## config.mk

```make
export PLATFORM = sky130hd
export DESIGN_NAME = cfg_hdr_space
export DESIGN_NICKNAME = d
export VERILOG_FILES = /design/src/rtl/cfg_hdr_pkg.sv /design/src/rtl/cfg_hdr_ctrl.sv /design/src/rtl/cfg_hdr_dpath.sv /design/src/rtl/cfg_hdr_space.sv
export SDC_FILE = /design/constraint.sdc
export NUM_CORES = 1
export LEC_CHECK = 0
export BUFFER_PORTS_ARGS = -buffer_cell sky130_fd_sc_hd__buf_2
export CORE_MARGIN = 2
export CORE_UTILIZATION = 42
export CTS_CLUSTER_SIZE = 12
export DETAILED_ROUTE_END_ITERATION = 7
export PLACE_DENSITY = 0.76
export SYNTH_ARGS = -nofsm -noshare
export SYNTH_HDL_FRONTEND = slang
export SYNTH_SLANG_ARGS = --single-unit
```

## constraint.sdc

```tcl
create_clock -name clk -period 1.5 [get_ports clk]
set_clock_uncertainty 0.1 [all_clocks]
set_input_delay 0.075 -clock clk [delete_from_list [all_inputs] [get_ports clk]]
set_output_delay 0.075 -clock clk [all_outputs]
set_load 0.1 [all_outputs]
```

## src/rtl/cfg_hdr_pkg.sv

```systemverilog
package cfg_hdr_pkg;
  localparam int CFG_ADDR_W = 8;
  localparam int DW_SEL_W   = CFG_ADDR_W - 2;
  localparam int DATA_W     = 32;
  localparam int LANES      = DATA_W / 8;

  localparam logic [3:0] BUS_CFG_RD = 4'b1010;
  localparam logic [3:0] BUS_CFG_WR = 4'b1011;

  localparam logic [DW_SEL_W-1:0] DW_IDENT  = 6'd0;
  localparam logic [DW_SEL_W-1:0] DW_CMDSTS = 6'd1;
  localparam logic [DW_SEL_W-1:0] DW_CLASS  = 6'd2;
  localparam logic [DW_SEL_W-1:0] DW_MISC   = 6'd3;
  localparam logic [DW_SEL_W-1:0] DW_BAR0   = 6'd4;
  localparam logic [DW_SEL_W-1:0] DW_SUBSYS = 6'd11;
  localparam logic [DW_SEL_W-1:0] DW_INTR   = 6'd15;

  typedef struct packed {
    logic                wrCmd;
    logic                wrBar;
    logic                wrIntl;
    logic                rdEn;
    logic [LANES-1:0]    laneEn;
    logic [DW_SEL_W-1:0] dwSel;
  } cfgStrobe_t;

  function automatic logic [DATA_W-1:0] laneMerge(
    input logic [DATA_W-1:0] oldVal,
    input logic [DATA_W-1:0] newVal,
    input logic [LANES-1:0]  laneEn,
    input logic [DATA_W-1:0] wrMask
  );
    logic [DATA_W-1:0] bitEn;
    for (int i = 0; i < LANES; i++) begin
      bitEn[i*8 +: 8] = {8{laneEn[i]}};
    end
    bitEn = bitEn & wrMask;
    return (oldVal & ~bitEn) | (newVal & bitEn);
  endfunction
endpackage

```

## src/rtl/cfg_hdr_ctrl.sv

```systemverilog
module cfg_hdr_ctrl
  import cfg_hdr_pkg::*;
(
  input  logic                  clk,
  input  logic                  rstN,
  input  logic [CFG_ADDR_W-1:0] addrLatched,
  input  logic [3:0]            cmdLatched,
  input  logic [LANES-1:0]      beN,
  input  logic                  irdyN,
  input  logic                  trdyN,
  output cfgStrobe_t            st
);
  logic phaseDone;
  logic cfgWr;
  logic [DW_SEL_W-1:0] dwSel;

  assign phaseDone = !irdyN && !trdyN;
  assign cfgWr     = phaseDone && (cmdLatched == BUS_CFG_WR);
  assign dwSel     = addrLatched[CFG_ADDR_W-1:2];

  always_comb begin
    st        = '0;
    st.dwSel  = dwSel;
    st.laneEn = ~beN;
    st.rdEn   = phaseDone && (cmdLatched == BUS_CFG_RD);
    if (cfgWr) begin
      unique case (dwSel)
        DW_CMDSTS: st.wrCmd  = 1'b1;
        DW_BAR0:   st.wrBar  = 1'b1;
        DW_INTR:   st.wrIntl = 1'b1;
        default:   ;
      endcase
    end
  end


  wr_needs_handshake_chk: assert property (@(posedge clk) disable iff (!rstN)
    (st.wrCmd || st.wrBar || st.wrIntl) |-> (!irdyN && !trdyN));


  wr_cmd_only_chk: assert property (@(posedge clk) disable iff (!rstN)
    (st.wrCmd || st.wrBar || st.wrIntl) |-> (cmdLatched == BUS_CFG_WR));


  rd_wr_excl_chk: assert property (@(posedge clk) disable iff (!rstN)
    $onehot0({st.rdEn, st.wrCmd, st.wrBar, st.wrIntl}));
endmodule

```

## src/rtl/cfg_hdr_dpath.sv

```systemverilog
module cfg_hdr_dpath
  import cfg_hdr_pkg::*;
#(
  parameter logic [15:0] VENDOR_ID     = 16'h1A2B,
  parameter logic [15:0] DEVICE_ID     = 16'h3C4D,
  parameter logic [7:0]  REVISION_ID   = 8'h05,
  parameter logic [23:0] CLASS_CODE    = 24'h118000,
  parameter logic [15:0] SUBSYS_VID    = 16'h1A2B,
  parameter logic [15:0] SUBSYS_ID     = 16'h0001,
  parameter logic [15:0] STATUS_VAL    = 16'h0200,
  parameter logic [7:0]  MIN_GNT       = 8'h02,
  parameter logic [7:0]  MAX_LAT       = 8'h08,
  parameter logic [7:0]  HDR_TYPE      = 8'h00,
  parameter int          BAR_SIZE_LOG2 = 12
)(
  input  logic              clk,
  input  logic              rstN,
  input  cfgStrobe_t        st,
  input  logic [DATA_W-1:0] wrData,
  output logic [DATA_W-1:0] rdData,
  output logic              rdValid
);
  localparam logic [15:0]       CMD_WMASK  = 16'h0147;
  localparam logic [DATA_W-1:0] BAR_WMASK  = ~((DATA_W'(1) << BAR_SIZE_LOG2) - DATA_W'(1));
  localparam logic [DATA_W-1:0] INTL_WMASK = 32'h0000_00FF;
  localparam logic [7:0]        INT_PIN    = 8'h01;

  logic [15:0]       cmdReg;
  logic [DATA_W-1:0] barReg;
  logic [7:0]        intLine;
  logic [DATA_W-1:0] cmdNext, barNext, intlNext;

  always_comb begin
    cmdNext  = laneMerge({16'h0, cmdReg}, wrData, st.laneEn, {16'h0, CMD_WMASK});
    barNext  = laneMerge(barReg, wrData, st.laneEn, BAR_WMASK);
    intlNext = laneMerge({24'h0, intLine}, wrData, st.laneEn, INTL_WMASK);
  end

  always_ff @(posedge clk) begin
    if (!rstN) begin
      cmdReg  <= '0;
      barReg  <= '0;
      intLine <= '0;
    end else begin
      if (st.wrCmd)  cmdReg  <= cmdNext[15:0];
      if (st.wrBar)  barReg  <= barNext;
      if (st.wrIntl) intLine <= intlNext[7:0];
    end
  end

  always_comb begin
    rdData  = '0;
    rdValid = st.rdEn;
    if (st.rdEn) begin
      case (st.dwSel)
        DW_IDENT:  rdData = {DEVICE_ID, VENDOR_ID};
        DW_CMDSTS: rdData = {STATUS_VAL, cmdReg};
        DW_CLASS:  rdData = {CLASS_CODE, REVISION_ID};
        DW_MISC:   rdData = {8'h00, HDR_TYPE, 8'h00, 8'h00};
        DW_BAR0:   rdData = barReg;
        DW_SUBSYS: rdData = {SUBSYS_ID, SUBSYS_VID};
        DW_INTR:   rdData = {MAX_LAT, MIN_GNT, INT_PIN, intLine};
        default:   rdData = '0;
      endcase
    end
  end


  cmd_hold_chk: assert property (@(posedge clk) disable iff (!rstN)
    !st.wrCmd |=> $stable(cmdReg));

  bar_hold_chk: assert property (@(posedge clk) disable iff (!rstN)
    !st.wrBar |=> $stable(barReg));

  intl_hold_chk: assert property (@(posedge clk) disable iff (!rstN)
    !st.wrIntl |=> $stable(intLine));

  status_const_chk: assert property (@(posedge clk) disable iff (!rstN)
    (rdValid && st.dwSel == DW_CMDSTS) |-> (rdData[31:16] == STATUS_VAL && (rdData[15:0] & ~CMD_WMASK) == 16'h0));

  bar_low_zero_chk: assert property (@(posedge clk) disable iff (!rstN)
    (rdValid && st.dwSel == DW_BAR0) |-> (rdData[BAR_SIZE_LOG2-1:0] == '0));

  int_pin_chk: assert property (@(posedge clk) disable iff (!rstN)
    (rdValid && st.dwSel == DW_INTR) |-> (rdData[15:8] == INT_PIN));

  rd_idle_zero_chk: assert property (@(posedge clk) disable iff (!rstN)
    !rdValid |-> (rdData == '0));
endmodule

```

## src/rtl/cfg_hdr_space.sv

```systemverilog
module cfg_hdr_space
  import cfg_hdr_pkg::*;
#(
  parameter logic [15:0] VENDOR_ID     = 16'h1A2B,
  parameter logic [15:0] DEVICE_ID     = 16'h3C4D,
  parameter logic [7:0]  REVISION_ID   = 8'h05,
  parameter logic [23:0] CLASS_CODE    = 24'h118000,
  parameter logic [15:0] SUBSYS_VID    = 16'h1A2B,
  parameter logic [15:0] SUBSYS_ID     = 16'h0001,
  parameter logic [15:0] STATUS_VAL    = 16'h0200,
  parameter logic [7:0]  MIN_GNT       = 8'h02,
  parameter logic [7:0]  MAX_LAT       = 8'h08,
  parameter logic [7:0]  HDR_TYPE      = 8'h00,
  parameter int          BAR_SIZE_LOG2 = 12
)(
  input  logic        clk,
  input  logic        rstN,
  input  logic [7:0]  addrLatched,
  input  logic [3:0]  cmdLatched,
  input  logic [3:0]  beN,
  input  logic        irdyN,
  input  logic        trdyN,
  input  logic [31:0] wrData,
  output logic [31:0] rdData,
  output logic        rdValid
);
  cfgStrobe_t st;

  cfg_hdr_ctrl u_ctrl (
    .clk         (clk),
    .rstN        (rstN),
    .addrLatched (addrLatched),
    .cmdLatched  (cmdLatched),
    .beN         (beN),
    .irdyN       (irdyN),
    .trdyN       (trdyN),
    .st          (st)
  );

  cfg_hdr_dpath #(
    .VENDOR_ID     (VENDOR_ID),
    .DEVICE_ID     (DEVICE_ID),
    .REVISION_ID   (REVISION_ID),
    .CLASS_CODE    (CLASS_CODE),
    .SUBSYS_VID    (SUBSYS_VID),
    .SUBSYS_ID     (SUBSYS_ID),
    .STATUS_VAL    (STATUS_VAL),
    .MIN_GNT       (MIN_GNT),
    .MAX_LAT       (MAX_LAT),
    .HDR_TYPE      (HDR_TYPE),
    .BAR_SIZE_LOG2 (BAR_SIZE_LOG2)
  ) u_dpath (
    .clk     (clk),
    .rstN    (rstN),
    .st      (st),
    .wrData  (wrData),
    .rdData  (rdData),
    .rdValid (rdValid)
  );
endmodule

```

==> results.cfg, run 1 <==
[status]
status = complete, but fails checks
violations = negative setup slack

[setup_path]
cp_max_fo = 11
critPathLaunchType = input port
crit_buf_inv = 3
path_class = input port to output pin
end_kind = output pin
crit_arrival_ns = 1.69
crit_chain = buf_6 > or4_4 > nor3b_4 > buf_12 > nand2_1 > a21oi_4 > buf_12
cp_slowest_cell = or4_4
cpMostUsedCell = buf_12
path_delay_family = simple AND/OR/NAND/NOR gates
path_depth = 7
rrSetupSlack_ns = 0.56
r2r_cells = 2
required_ns = 1.32
max_stage_delay_ns = 0.56

[flow_run]
maxCapViolCount = 0

[route]
dr_total_vias = 2405
wire_per_inst_um = 24.07
drt_iter0_drc = 226
antenna_left = 0
drt-pass1-iter-count = 5
vias_per_cell = 5.909
wl_mm = 9.797
drc = 0

[timing]
max_freq_ghz = 0.5374
min_period_ns = 1.861
period_share_pct = 124.0
finalHoldViolations = 0
slew_viol_final = 0
hold_ws_ns = 0.01563
layout_setup_ws_ns = -0.3607
setup_viol = 49
rsz0062_at_grt = yes

[pwr]
fin_total_pwr_uw = 2009
p_sw_uw = 542.3
p_leak_uw = 0.001562
p_seq_share_pct = 43.6
clkPwrFrac_pct = 39.3
max-vdd-ir-drop_uv = 573.9
p_int_uw = 1467
p_sw_share_pct = 26.99
power_density_nw_per_um2 = 517.5
combPwrFrac_pct = 17.1

[placed_design]
place_ws_ns = -0.4609
dp_hpwl_mm = 4.312
placed_cells = 365
gp_congestion = 0.8219
port_buffers = 78

[clock_tree]
clkSinkCount = 33
clock_latency_ns = 0.31
cts.path.max_buffers = 2
numCtsBuffers = 5
h-tree-depth = 2
root_buffer = clkbuf_8
tritoncts = built
clk_pin_slew_ns = 0.08

[cells_and_area]
drive_above_1_share_pct = 50.70
register_area_um2 = 660.6
diodes = 0
multiInputGateArea_um2 = 1449
finalNetCount = 408
area_growth_pct = 113.7
finalNonFillerCells = 407
fillers = 100

[synthesis]
synth_most_common_cell = nand2_1
synth_flop_cell = dfxtp_1
synth_top_cells_by_count = nand2_1, dfxtp_1, mux2i_1, a21oi_1, clkbuf_1
synth.area.top_cells = dfxtp_1, mux2i_1, nand2_1
syn_area_um2 = 1817
synthDistinctLibCells = 32
ys_warn_count = 0
yosysTopAreaCell = dfxtp_1
synth_area_per_cell_um2 = 8.039
synthArstFlopShare_pct = 0
synth-edff-count = 0
yosys.area.top_type_share_pct = 36.36
syn_nets = 278
synthCells = 226
seq_area_frac_synth_pct = 36.36
synth_seq_cells = 33

[die]
start_util_pct = 44.46
die_w_um = 69.77
dieArea_um2 = 4868
rows = 23
dieHeight_um = 69.77
core_area_um2 = 4086
ioPinCount = 85

[grt]
grt_usage_pct = 37.73
grt_first_pass_wirelength_mm = 13.86
antenna_found_initial = 0
grt_pass1_vias = 2485
grt-ovfl-total = 0
grt_max_degree = 63

[hold_path]
min_path_cells = 3
hold_path_class = input port to register
worst_hold_startpoint = wrData[17]
worst reg2reg max path, cell delays in order, from the launching register on:
cell and delay, ns:
dfxtp_1 0.40, nand2_1 0.16, mux2i_4 0.20
final cells by class:
class                   instances  share of cell area, %
repair buffers                143                  41.06
inverters                       4                 0.3867
well taps                      50                  1.611
flip-flops and latches         33                  17.02
multi-input cells             169                  37.32
clock inverters                 1                 0.1289
clock buffers                   7                  2.481
cells in the final DEF, fill, tap and decap left out, types with 2 or more instances in the layout:
cell type,Yosys,final
inv_1,4,4
mux2i_1,33,30
and3_4,0,9
buf_12,0,37
nand2_1,71,69
buf_2,1,40
nor2_1,11,3
or3b_4,0,3
dfxtp_1,33,33
a22oi_1,3,3
nor3b_4,2,6
mux2i_2,0,2
dlygate4sd3_1,0,28
buf_6,3,16
buf_4,2,20
a21oi_4,0,14
clkbuf_8,0,7
nor2_4,0,8
nand2b_1,2,2
layer usage:
metal  share of wire [%]  GRT usage, %  wire length (um)
met1                  35         40.73              3463
met2                  51         69.10              4995
met3                 6.6         6.977               644
met4                 7.1         19.66               694
met5                   0             0                 0
stage by stage:
stage	instance area (um2)	setup TNS [ns]	util, %
global placement	3273	-17.28	80.10
detailed placement	3273	-19.61	80.10
CTS	3841	-9.247	94.00
global route	3882	-12.57	95.01
floorplan	2257	-12.59	-
finish	3882	-10.68	95.01
worst max-delay path by stage:
stage / slack (ns) / end / from
2_1_floorplan: -0.65 / rdData[11] / addrLatched[3]
3_3_place_gp: -0.36 / rdData[0] / addrLatched[2]
3_5_place_dp: -0.46 / register / addrLatched[2]
4_1_cts: -0.31 / rdData[0] / addrLatched[6]
5_1_grt: -0.40 / rdData[23] / addrLatched[6]
6_report: -0.36 / rdData[23] / addrLatched[6]
repair_timing:
| action | CTS | global route |
|---|---|---|
| hold buffers | 28 | 0 |
| buffers inserted | 5 | 1 |
| cloned | 1 | 0 |
| endpoints found under the hold margin | 31 | 0 |
| setup endpoints to repair | 51 | 56 |
| gates resized for setup | 26 | 11 |
| pin swaps | 16 | 10 |
logic make-up (layout without fill, tap and decap cells):
group / Yosys count / in the layout / share of synthesized area [%]
flip-flops: 33 / 33 / 36.36
AO/OA/AOI/OAI: 23 / 23 / 7.438
buffers and inverters: 24 / 155 / 6.748
AND/OR/NAND/NOR: 111 / 111 / 30.51
multiplexers: 33 / 33 / 18.18
adder cells (fa/ha/maj): 1 / 1 / 0.5510
other: 1 / 1 / 0.2064
power groups by stage:
stage               Combinational (uW)  Sequential (uW)  Clock (uW)
global route                       360              875         801
CTS                                305              876         751
floorplan                          113              896           0
detailed placement                 219              896           0
global placement                   215              896           0
finish                             344              875         790
Power figures use the tool's default switching activity.
==> run 2, diff against run 1 <==
Settings changed: ABC_AREA from default to 1, CORE_UTILIZATION 42 to 44.
==> results.cfg, run 2 <==
[clock_tree]
tritoncts = built
clock_latency_ns = 0.29
root_buffer = clkbuf_8
clk_pin_slew_ns = 0.07
clkSinkCount = 33
cts.path.max_buffers = 2
numCtsBuffers = 5
h-tree-depth = 2

[route]
wl_met3_um = 454
dr.max_layer_used = met4
drc = 0
vias_per_cell = 4.998
drt-pass1-iter-count = 5
dr_total_vias = 2694
wire_per_inst_um = 13.25
wl_mm = 7.141
met1_length_mm = 2.617
wl_met2_mm = 3.852
drt_iter0_drc = 178
antenna_left = 0

[cells_and_area]
diodes = 0
final_cell_mix = inv_1, nand2_1, nor2_1, buf_2, buf_12
finalNetCount = 523
final_common_cell = inv_1
register_area_um2 = 660.6
fillers = 346
drive_above_1_share_pct = 35.38
multiInputGateArea_um2 = 1290
final_cell_area_um2 = 3662
area_growth_pct = 66.40

[grt]
grt_first_pass_wirelength_mm = 10.86
antenna_found_initial = 0
grt_usage_pct = 25.54
grt_max_degree = 34
grt-ovfl-total = 0
grt_pass1_vias = 2495

[synthesis]
synth_flop_cell = dfxtp_1
synth_area_per_cell_um2 = 5.853
synth-edff-count = 0
yosys.area.top_type_share_pct = 30.02
synth_top_cells_by_count = inv_1, nor2_1, nand2_1, nand4_1, dfxtp_1
synth_seq_cells = 33
syn_nets = 428
synth.area.top_cells = dfxtp_1, inv_1, nor2_1
synthDistinctLibCells = 22
synthCells = 376
synth_most_common_cell = inv_1
yosysTopAreaCell = dfxtp_1
syn_area_um2 = 2201
ys_warn_count = 0
seq_area_frac_synth_pct = 30.02
synthArstFlopShare_pct = 0

[setup_path]
startpoint = addrLatched[7]
critPathLaunchType = input port
max_stage_delay_ns = 0.23
required_ns = 1.32
crit_buf_inv = 2
rrSetupSlack_ns = 0.67
path_class = input port to output pin
crit_chain = buf_2 > nor2_4 > nand3_1 > nand4_1 > nand2_8 > nor2_4 > buf_12
path_delay_family = simple AND/OR/NAND/NOR gates
end_kind = output pin
crit_arrival_ns = 1.35
r2r_cells = 4
cp_max_fo = 16
cpMostUsedCell = nor2_4
cp_slowest_cell = nor2_4

[pwr]
p_int_uw = 1513
p_sw_share_pct = 24.58
combPwrFrac_pct = 12.5
clkPwrFrac_pct = 43.9
p_leak_uw = 0.001750
p_sw_uw = 493.0
power_density_nw_per_um2 = 547.7
max-vdd-ir-drop_uv = 481.6
p_seq_share_pct = 43.7

[flow_run]
maxCapViolCount = 0

[timing]
setup_viol = 13
finalHoldViolations = 0
period_share_pct = 101.8
worstMarginPinSlew_ns = 0.5959
relSlewSlack_pct = 60.27
finalSetupTns_ns = -0.1924
layout_setup_ws_ns = -0.02654
min_period_ns = 1.527
slew_viol_final = 0
max_freq_ghz = 0.6551
rsz0062_at_grt = yes

[die]
dieHeight_um = 74.73
ioPinCount = 85
dieArea_um2 = 5584
start_util_pct = 45.99
die_w_um = 74.73
rows = 25
core_area_um2 = 4786

[status]
violations = negative setup slack
status = complete, but fails checks

[placed_design]
port_buffers = 78
gp_congestion = 0.8575
placed_area_um2 = 3406
dp_hpwl_mm = 4.738

[hold_path]
worst_hold_startpoint = wrData[5]
min_path_cells = 5
hold_path_class = input port to register
-- run 2: changes by cell type after synthesis, moves of 9 or more --
cell | before | now
inv_1 | 4 | 84
clkbuf_1 | 13 | 0
and3_1 | 9 | 0
nand4_1 | 0 | 34
mux2i_1 | 33 | 0
nor2_1 | 11 | 78
-- run 2: layer usage --
layer	vias up	GRT usage [%]
met5	-	0
met4	0	9.325
met3	20	5.087
met2	124	49.26
met1	1227	27.27
li1	1323	-
-- run 2: worst max-delay path by stage --
stage                      end  slack [ns]  cells past startpoint
floorplan           rdData[11]       -1.14                      7
global placement     rdData[1]       -0.03                      8
detailed placement    register       -0.08                      9
CTS                  rdData[1]      -0.003                     10
global route         rdData[8]        -0.1                      7
finish              rdData[11]       -0.03                      7
-- run 2: repair_timing --
action,in CTS,in global routing
pin swaps,7,3
endpoints found under the hold margin,1,0
setup endpoints to repair,24,20
hold buffers,1,0
setup buffers,1,7
gates cloned,0,1
resized for setup,8,5
-- run 2: power by group through the flow --
stage	Clock, uW	Sequential [uW]	Combinational, uW
finish	880	876	250
global route	919	875	273
CTS	873	876	239
detailed placement	0	896	229
global placement	0	896	224
floorplan	0	896	125
-- run 2: kinds of logic (layout without fill, tap and decap cells) --
kind of cell / Yosys count / count (layout) / share of synthesized area (%)
other cells: 1 / 1 / 0.1704
compound gates: 16 / 16 / 4.207
buf+inv: 109 / 205 / 20.24
simple gates: 217 / 217 / 45.37
flops: 33 / 33 / 30.02
-- run 2: stage by stage --
| step | total power (uW) | cells | utilization, % | setup slack (ns) | hold WS [ns] |
|---|---|---|---|---|---|
| 4_1_cts | 1988 | 531 | 74.93 | -0.002748 | 0.008402 |
| 3_5_place_dp | 1125 | 521 | 71.16 | -0.08266 | 0.2701 |
| 3_3_place_gp | 1120 | 521 | 71.16 | -0.03251 | 0.2691 |
| 6_report | 2006 | 539 | 76.52 | -0.02654 | 0.006113 |
| 2_1_floorplan | 1021 | 376 | - | -1.140 | 0.1614 |
| 5_1_grt | 2068 | 539 | 76.52 | -0.09880 | 0.02456 |
-- run 2: tightest hold or removal path: stages --
cell and delay (ns):
buf_2 0.07, inv_1 0.03, nand4_1 0.07, nand2_1 0.04, nor2_1 0.07
-- run 2: cell type report --
cell class | count | area share [%]
clock buffers | 7 | 2.357
clock inverters | 1 | 0.8200
inverters | 92 | 10.15
multi-input cells | 234 | 35.22
flip-flops and latches | 33 | 18.04
well taps | 67 | 2.289
repair buffers | 105 | 31.12
==> run 3, diff against run 2 <==
--- a/config.mk
+++ b/config.mk
@@ -10,6 +10,7 @@
 export CORE_MARGIN = 2
-export CORE_UTILIZATION = 44
+export CORE_UTILIZATION = 46
+export CTS_BUF_LIST = sky130_fd_sc_hd__clkbuf_2 sky130_fd_sc_hd__clkbuf_4 sky130_fd_sc_hd__clkbuf_8
 export CTS_CLUSTER_SIZE = 12
 export DETAILED_ROUTE_END_ITERATION = 7
-export PLACE_DENSITY = 0.76
+export PLACE_DENSITY = 0.79
 export SYNTH_ARGS = -nofsm -noshare
--- a/constraint.sdc
+++ b/constraint.sdc
@@ -4,2 +4,2 @@
 set_output_delay 0.075 -clock clk [all_outputs]
-set_load 0.1 [all_outputs]
+set_load 0.005 [all_outputs]
==> results.cfg, run 3 (synthesized netlist as in run 2, its figures left out) <==
[status]
status = completed

[placed_design]
place_ws_ns = 0.07708
port_buffers = 78
placed_area_um2 = 2666
gp_congestion = 0.8065
dp_hpwl_mm = 4.016

[setup_path]
path_class = input port to output pin
cp_max_fo = 15
r2r_cells = 4
rrSetupSlack_ns = 0.75
critPathLaunchType = input port
end_kind = output pin
crit_arrival_ns = 1.22
cp-endpoint = rdData[2]
required_ns = 1.32
startpoint = addrLatched[6]

[cells_and_area]
drive_above_1_share_pct = 26.52
final_common_cell = inv_1
final_cell_area_um2 = 2820
area_growth_pct = 28.14
final_cell_mix = inv_1, buf_2, nand2_1, nor2_1, nand4_1
fillers = 454
diodes = 0
finalNetCount = 511

[timing]
rsz0062_at_grt = no
layout_setup_ws_ns = 0.1070
worstMarginPinSlew_ns = 0.5919
relSlewSlack_pct = 60.54
setup_viol = 0
max_freq_ghz = 0.7179
min_period_ns = 1.393
finalHoldViolations = 0
period_share_pct = 92.86
slew_viol_final = 0
finalSetupTns_ns = 0

[route]
antenna_left = 0
dr_total_vias = 2465
drc = 0
drt-pass1-iter-count = 4
wire_per_inst_um = 10.88
wl_mm = 5.591
drt_iter0_drc = 91
vias_per_cell = 4.796

[die]
rows = 25
core_area_um2 = 4661
start_util_pct = 47.22
dieArea_um2 = 5354
ioPinCount = 85
dieHeight_um = 73.17
die_w_um = 73.17

[grt]
grt_max_degree = 34
grt_usage_pct = 21.56
antenna_found_initial = 0
grt-ovfl-total = 0
grt_pass1_vias = 2154
grt_first_pass_wirelength_mm = 9.094

[clock_tree]
root_buffer = clkbuf_8
numCtsBuffers = 5
clkSinkCount = 33
tritoncts = built
clock_latency_ns = 0.28
cts.path.max_buffers = 2
h-tree-depth = 2
clk_pin_slew_ns = 0.07

[pwr]
power_density_nw_per_um2 = 621.2
p_leak_uw = 0.001540
max-vdd-ir-drop_uv = 680.1

[flow_run]
maxCapViolCount = 0

[hold_path]
hold_path_class = input port to register
-- run 3: cell types whose count changed in the layout (fill, tap and decap cells not counted), moves of 6 or more --
| cell | change |
|---|---|
| nor2_4 | -8 |
| buf_4 | -9 |
| nor2_2 | -12 |
| buf_12 | -33 |
| nor3_1 | +6 |
| nor2_1 | +20 |
| buf_2 | +31 |
| nor3_4 | -7 |
-- run 3: how the worst min path moves through the flow --
stage	from	end	slack, ns	cells past startpoint
6_report	beN[0]	register	0.01	4
5_1_grt	beN[0]	register	0.009	4
4_1_cts	beN[0]	register	0.008	4
3_5_place_dp	beN[1]	register	0.28	4
3_3_place_gp	beN[1]	register	0.27	4
2_1_floorplan	cmdLatched[0]	rdValid	0.1	1
-- run 3: per-layer routing --
| metal | GRT usage, % | share of wire [%] |
|---|---|---|
| met5 | 0 | 0 |
| met2 | 36.84 | 49 |
| met4 | 7.613 | 1.5 |
| met3 | 6.077 | 5.0 |
| met1 | 25.65 | 44 |
-- run 3: cell type report --
| cell class | instances | area [um2] | share of cell area, % |
|---|---|---|---|
| Sequential cell | 33 | 660.6 | 23.43 |
| Inverter | 92 | 345.3 | 12.24 |
| Clock inverter | 2 | 10.01 | 0.3549 |
| Multi-Input combinational cell | 234 | 1105 | 39.17 |
| Clock buffer | 6 | 76.32 | 2.706 |
| Timing Repair Buffer | 93 | 555.5 | 19.70 |
| Tap cell | 54 | 67.56 | 2.396 |
-- run 3: critical path, stage by stage --
cell,delay [ns]
buf_2,0.11
nor2_4,0.17
buf_12,0.13
nand2_2,0.06
nor2_4,0.15
buf_12,0.16
nand2_1,0.06
nand2_1,0.06
nor2_1,0.04
nor2_1,0.09
buf_2,0.12
-- run 3: what timing repair did --
| action | 4_1_cts | 5_1_grt |
|---|---|---|
| hold endpoints to repair | 1 | 0 |
| endpoints found under the setup margin | 0 | 5 |
| hold buffers | 1 | 0 |
| setup buffers | 0 | 5 |
| gates resized for setup | 0 | 2 |
-- run 3: report_power, final --
part,switching (uW),internal [uW]
combinational,122,89.2
sequential,0.0760,876
clock,325,340
total,447,1300
-- run 3: metrics by stage --
step	util (%)	total power, uW	std cells	hold WS, ns
after floorplan	-	1003	376	0.09816
after global placement	57.21	1090	500	0.2712
after detailed placement	57.21	1092	500	0.2765
after CTS	59.28	1757	509	0.008198
after global routing	60.51	1840	514	0.008986
final	60.51	1752	514	0.01375
